--- src/rtl/pqs_pkg.sv ---
`timescale 1ns/1ps
package pqs_pkg;
  typedef enum logic [1:0] {
    PH_ARMED    = 2'd0,
    PH_HOLD     = 2'd1,
    PH_RECHARGE = 2'd2,
    PH_BLOCKED  = 2'd3
  } phase_t;
endpackage

--- src/rtl/pqs_holdoff_timer.sv ---
`timescale 1ns/1ps
// Counts the hold-off window; a loaded value of 0 behaves as 1.
module pqs_holdoff_timer #(
  parameter int CW = 8
) (
  input  logic          clk,
  input  logic          rst_n,
  input  logic          load_i,
  input  logic [CW-1:0] value_i,
  input  logic          run_i,
  output logic          done_o
);
  localparam logic [CW-1:0] ONE = CW'(1);

  logic [CW-1:0] cnt_q, cnt_d;
  logic          cnt_en;

  always_comb begin
    cnt_d  = cnt_q;
    cnt_en = load_i | run_i;
    if (load_i)
      cnt_d = value_i;
    else if (run_i && (cnt_q > ONE))
      cnt_d = cnt_q - ONE;
  end

  always_ff @(posedge clk or negedge rst_n) begin
    if (!rst_n)
      cnt_q <= '0;
    else if (cnt_en)
      cnt_q <= cnt_d;
  end

  assign done_o = run_i && (cnt_q <= ONE);
endmodule

--- src/rtl/pqs_pulse_gen.sv ---
`timescale 1ns/1ps
// Detection pulse: at most WIDTH cycles, and only while the pixel is busy.
module pqs_pulse_gen #(
  parameter int WIDTH = 4
) (
  input  logic clk,
  input  logic rst_n,
  input  logic start_i,
  input  logic active_i,
  output logic pulse_o
);
  localparam int CW = $clog2(WIDTH + 1);
  localparam logic [CW-1:0] SAT = CW'(WIDTH);
  localparam logic [CW-1:0] ONE = CW'(1);

  logic [CW-1:0] age_q, age_d;
  logic          age_en;

  always_comb begin
    age_d  = age_q;
    age_en = 1'b1;
    if (start_i)
      age_d = '0;
    else if (!active_i)
      age_d = SAT;
    else if (age_q < SAT)
      age_d = age_q + ONE;
    else
      age_en = 1'b0;
  end

  always_ff @(posedge clk or negedge rst_n) begin
    if (!rst_n)
      age_q <= SAT;
    else if (age_en)
      age_q <= age_d;
  end

  assign pulse_o = active_i && (age_q < SAT);
endmodule

--- src/rtl/pqs_reset_watch.sv ---
`timescale 1ns/1ps
// Flags a reset phase that never sees the recovery flag.
module pqs_reset_watch #(
  parameter int LIMIT = 32
) (
  input  logic clk,
  input  logic rst_n,
  input  logic busy_i,
  input  logic done_i,
  output logic fault_o
);
  localparam int CW = $clog2(LIMIT + 1);
  localparam logic [CW-1:0] LAST = CW'(LIMIT - 1);
  localparam logic [CW-1:0] TOP  = CW'(LIMIT);
  localparam logic [CW-1:0] ONE  = CW'(1);

  logic [CW-1:0] cyc_q, cyc_d;
  logic          fault_q, fault_d;

  always_comb begin
    cyc_d   = cyc_q;
    fault_d = fault_q;
    if (!busy_i)
      cyc_d = '0;
    else if (cyc_q < TOP)
      cyc_d = cyc_q + ONE;
    if (busy_i && !done_i && (cyc_q >= LAST))
      fault_d = 1'b1;
  end

  always_ff @(posedge clk or negedge rst_n) begin
    if (!rst_n) begin
      cyc_q   <= '0;
      fault_q <= 1'b0;
    end else begin
      cyc_q   <= cyc_d;
      fault_q <= fault_d;
    end
  end

  assign fault_o = fault_q;
endmodule

--- src/rtl/pixel_quench_seq.sv ---
`timescale 1ns/1ps
module pixel_quench_seq #(
  parameter int HOLD_W      = 8,
  parameter int PULSE_W     = 4,
  parameter int RST_TIMEOUT = 32
) (
  input  logic              clk,
  input  logic              rst_n,
  input  logic              sense_i,
  input  logic              rst_done_i,
  input  logic              gate_i,
  input  logic [HOLD_W-1:0] holdoff_i,
  output logic              quench_en_o,
  output logic              reset_en_o,
  output logic              sense_en_o,
  output logic              det_pulse_o,
  output logic              fault_o
);
  import pqs_pkg::*;

  localparam int SYNC_STAGES = 2;

  // Asynchronous assert, synchronous release.
  logic [SYNC_STAGES-1:0] rsync_q;
  logic                   srst_n;

  always_ff @(posedge clk or negedge rst_n) begin
    if (!rst_n)
      rsync_q <= '0;
    else
      rsync_q <= {rsync_q[SYNC_STAGES-2:0], 1'b1};
  end
  assign srst_n = rsync_q[SYNC_STAGES-1];

  phase_t ph_q, ph_d;
  logic   fire, hold_done, in_hold, in_rchg, busy;

  assign in_hold = (ph_q == PH_HOLD);
  assign in_rchg = (ph_q == PH_RECHARGE);
  assign busy    = in_hold | in_rchg;
  assign fire    = (ph_q == PH_ARMED) && gate_i && sense_i;

  always_comb begin
    ph_d = ph_q;
    if (!gate_i) begin
      ph_d = PH_BLOCKED;
    end else begin
      unique case (ph_q)
        PH_ARMED:    if (sense_i)    ph_d = PH_HOLD;
        PH_HOLD:     if (hold_done)  ph_d = PH_RECHARGE;
        PH_RECHARGE: if (rst_done_i) ph_d = PH_ARMED;
        PH_BLOCKED:                  ph_d = PH_RECHARGE;
        default:                     ph_d = PH_BLOCKED;
      endcase
    end
  end

  always_ff @(posedge clk or negedge srst_n) begin
    if (!srst_n)
      ph_q <= PH_BLOCKED;
    else
      ph_q <= ph_d;
  end

  pqs_holdoff_timer #(.CW(HOLD_W)) u_hold (
    .clk     (clk),
    .rst_n   (srst_n),
    .load_i  (fire),
    .value_i (holdoff_i),
    .run_i   (in_hold),
    .done_o  (hold_done)
  );

  pqs_pulse_gen #(.WIDTH(PULSE_W)) u_pulse (
    .clk      (clk),
    .rst_n    (srst_n),
    .start_i  (fire),
    .active_i (busy),
    .pulse_o  (det_pulse_o)
  );

  pqs_reset_watch #(.LIMIT(RST_TIMEOUT)) u_watch (
    .clk     (clk),
    .rst_n   (srst_n),
    .busy_i  (in_rchg),
    .done_i  (rst_done_i),
    .fault_o (fault_o)
  );

  assign quench_en_o = in_hold | (ph_q == PH_BLOCKED);
  assign reset_en_o  = in_rchg;
  assign sense_en_o  = (ph_q == PH_ARMED);
endmodule

--- config.mk ---
export PLATFORM = sky130hd
export DESIGN_NAME = pixel_quench_seq
export DESIGN_NICKNAME = d
export VERILOG_FILES = /design/src/rtl/pqs_pkg.sv /design/src/rtl/pqs_holdoff_timer.sv /design/src/rtl/pqs_pulse_gen.sv /design/src/rtl/pqs_reset_watch.sv /design/src/rtl/pixel_quench_seq.sv
export SDC_FILE = /design/constraint.sdc
export NUM_CORES = 1
export LEC_CHECK = 0
export BUFFER_PORTS_ARGS = -buffer_cell sky130_fd_sc_hd__buf_4
export CAP_MARGIN = 20
export CORE_UTILIZATION = 59
export DETAILED_ROUTE_END_ITERATION = 10
export GPL_ROUTABILITY_DRIVEN = 0
export MAX_ROUTING_LAYER = met4
export PLACE_DENSITY = 0.82
export SETUP_SLACK_MARGIN = 0.05
export SLEW_MARGIN = 30
export SYNTH_ARGS = -nofsm -noshare
export SYNTH_HDL_FRONTEND = slang
export SYNTH_SLANG_ARGS = --single-unit
--- constraint.sdc ---
create_clock -name clk -period 1.8 [get_ports clk]
set_input_delay 0.09 -clock clk [delete_from_list [all_inputs] [get_ports clk]]
set_output_delay 0.09 -clock clk [all_outputs]
set_load 0.005 [all_outputs]
==> results.tsv <==
stage	metric	value	unit
outcome	outcome	finished, violations left	
outcome	failed_checks	setup timing	
place	dp_hpwl	1670	um
layout	multi_input_area	599	um^2
critical_path	end_kind	flop	
run	maxCapViolations	0	
drt	drcViolationCount	0	
drt	first_pass_iters	4	
layout	finalNonFillerCells	174	
grt	met3_usage	0.0510	
drt	postRouteAntennaNets	0	
logic_synthesis	synth_top_area_cell	dfrtp_1	
logic_synthesis	synth_fp_nets	137	
critical_path	critPathLaunch	u_hold.cnt_q[7]$_DFFE_PN0P_	
critical_path	crit_arrival	2180	ps
drt	drtIter0Drc	31	
critical_path	crit_chain	or4_4 > o41a_1 > buf_6 > o21ai_1 > o211ai_1	
floorplanning	std_cell_rows	15	
critical_path	crit_type	flop to flop	
layout	regArea	554	um^2
logic_synthesis	synthCells	116	
critical_path	critPathBufInv	1	
drt	viasPerCell	5.49	
clock_tree	cts_sinks	22	
drt	wire_per_inst	14.6	um
critical_path	r2r-start	u_hold.cnt_q[7]$_DFFE_PN0P_	
sta	hold_violations	0	
clock_tree	insertion_delay	310	ps
logic_synthesis	netlist_area	1170	um^2
logic_synthesis	async_reset_ff_frac	1.00	
logic_synthesis	yosysWarningCount	0	
sta	min_period	1940	ps
clock_tree	clock-root-buffer	clkbuf_4	
place	portBuffers	17	
grt	grt_pass1_wl	3830	um
critical_path	slowest_stage	or4_4	
power	ir_drop	1.04	mV
floorplanning	die_w	46.6	um
drt	wl	2530	um
logic_synthesis	synth.distinct_cells	34	
floorplanning	start_util	0.651	
logic_synthesis	synth.avg_cell_area	10.1	um^2
grt	met2_usage	0.439	
place	placed_cells	166	
sta	rsz0062_at_grt	yes	
layout	area_growth	29.2	%
logic_synthesis	netlist_top_cells_area	dfrtp_1, ha_1, dfstp_2	
clock_tree	cts_tree	built	
power	power.density	1340	nW/um^2
critical_path	cp_max_fo	5	
sta	fin_ws	-138	ps
clock_tree	clkSlewWorstSetupHoldPaths	130	ps
power	p_leak	0.723	nW
logic_synthesis	synth_edf_count	0	
place	placed_cell_area	1390	um^2
sta	clock-skew-final	4.44	ps
sta	slew_violations	0	
grt	grt_util_met1	0.303	
drt	num_vias	955	
hold_path	worstHoldStart	holdoff_i[6]	
critical_path	cp_top_family	compound AO/OA/AOI/OAI gates	
logic_synthesis	ys_seq_elements	22	
logic_synthesis	yosysTopAreaCellShare	0.406	
grt	grt_max_degree	21	
layout	nets	171	
floorplanning	die-height	46.6	um
sta	max_freq	516	MHz
grt	grt-ovfl-total	0	
critical_path	max_stage_delay	550	ps
floorplanning	die_area	2170	um^2
hold_path	min_path_type	input port to flop	
logic_synthesis	ys_seq_area_frac	0.473	
clock_tree	numCtsBuffers	3	
logic_synthesis	synthFlopType	dfrtp_1	
clock_tree	h-tree-depth	1	
grt	antenna_found_initial	0	
critical_path	cp.required	2040	ps
grt	busiest_layer	met2	
grt	grt_pass1_vias	923	
layout	stdcell_area	1520	um^2
grt	track_usage	0.264	
layout	fill_cells	119	
sta	post-route-period-util	1.08	
layout	diodes	0	
clock_tree	clockBufferDepth	2	
floorplanning	io_pins	18	
critical_path	crit_path_start_kind	flop	
sta	setup_viol	4	
layout	drive_gt1_frac	0.289	
floorplanning	core	1800	um^2
==> cells in the mapped netlist, types with 2 or more instances <==
library cell,count
xor2_1,5
nor2b_1,4
and2_1,5
o211ai_1,2
nand3_1,4
xnor2_1,5
o21ai_0,2
dfstp_2,3
o2111ai_1,2
dfrtp_1,19
inv_1,8
nor2_1,14
nand2_1,5
ha_1,8
a21oi_1,7
a31oi_1,3
mux2i_1,3
==> per-layer routing <==
layer / share of wire / wire length, um
met3: 0.047 / 119
met5: 0 / 0
met4: 0.0047 / 12
met2: 0.53 / 1340
met1: 0.42 / 1070
==> final cells by class <==
class | instances | area share
Sequential cell | 22 | 0.366
Tap cell | 25 | 0.0206
Timing Repair Buffer | 31 | 0.164
Multi-Input combinational cell | 84 | 0.396
Clock inverter | 1 | 0.0198
Inverter | 8 | 0.0198
Clock buffer | 3 | 0.0149
==> cell families (layout without fill, tap and decap cells) <==
family | count (synthesis) | count (layout) | share of synthesized area
XOR/XNOR | 10 | 10 | 0.0747
buffers and inverters | 10 | 43 | 0.0384
adder cells (fa/ha/maj) | 8 | 8 | 0.0854
AO/OA/AOI/OAI | 21 | 21 | 0.115
flip-flops | 22 | 22 | 0.473
other | 1 | 1 | 0.00320
AND/OR/NAND/NOR | 40 | 40 | 0.175
multiplexers | 4 | 4 | 0.0352
==> cell usage in the layout (no fill, tap or decap), drive strengths merged, types with 2 or more instances in the layout <==
cell type and count:
xnor2 5, and2 5, clkbuf 3, nand3 4
dfstp 3, o2111ai 2, mux2i 3, a21oi 7
xor2 5, dfrtp 19, o21ai 3, inv 8
ha 8, a31oi 3, o211ai 2, nand2 5
nor2 14, buf 28, nor2b 4, dlygate4sd3 3
==> worst min-delay path, stage by stage <==
cell	delay [ps]
buf_4	80
nor2_1	30
a21oi_1	100
==> state kept, by name (all words and copies together) (netlist names) <==
signal,cells
u_hold.cnt_q,8
u_watch.cyc_q,6
u_pulse.age_q,3
ph_q,2
rsync_q,2
u_watch.fault_o,1
==> worst paths after layout <==
kind / slack (ps) / endpoint / cells after the start
max: -140 / ph_q[1]$_DFFE_PN1P_ / 5
min: 20 / u_hold.cnt_q[6]$_DFFE_PN0P_ / 3
max reg2reg: -140 / ph_q[1]$_DFFE_PN1P_ / 5
min reg2reg: 200 / u_hold.cnt_q[3]$_DFFE_PN0P_ / 1
max in group asynchronous: 1330 / ph_q[1]$_DFFE_PN1P_ / 1
min in group asynchronous: 80 / rsync_q[0]$_DFF_PN0_ / 2
==> what timing repair did <==
item                       4_1_cts  5_1_grt
setup endpoints to repair        5        9
hold endpoints to repair         4        1
pin swaps                        2        1
hold buffers                     2        1
gates resized for setup          4        7
buffers inserted                 1        0
==> report_power, final <==
part	internal, mW	leakage (nW)	total (mW)	switching, mW
logic	0.443	0.428	0.872	0.428
clock network	0.225	0.0279	0.382	0.157
registers	0.645	0.267	0.772	0.127
==> per-stage QoR <==
stage	power, mW	util	TNS, ps	hold WS [ps]	worst slack, ps
5_1_grt	2.18	0.841	-827	21.8	-258
3_3_place_gp	1.48	0.772	-118	-128	-41.2
6_report	2.03	0.841	-448	16.8	-138
4_1_cts	1.96	0.822	-311	2.87	-113
3_5_place_dp	1.53	0.772	-291	-126	-106
2_1_floorplan	1.25	-	-140	-206	-128
Note: power is estimated with default switching activity, not from simulation.
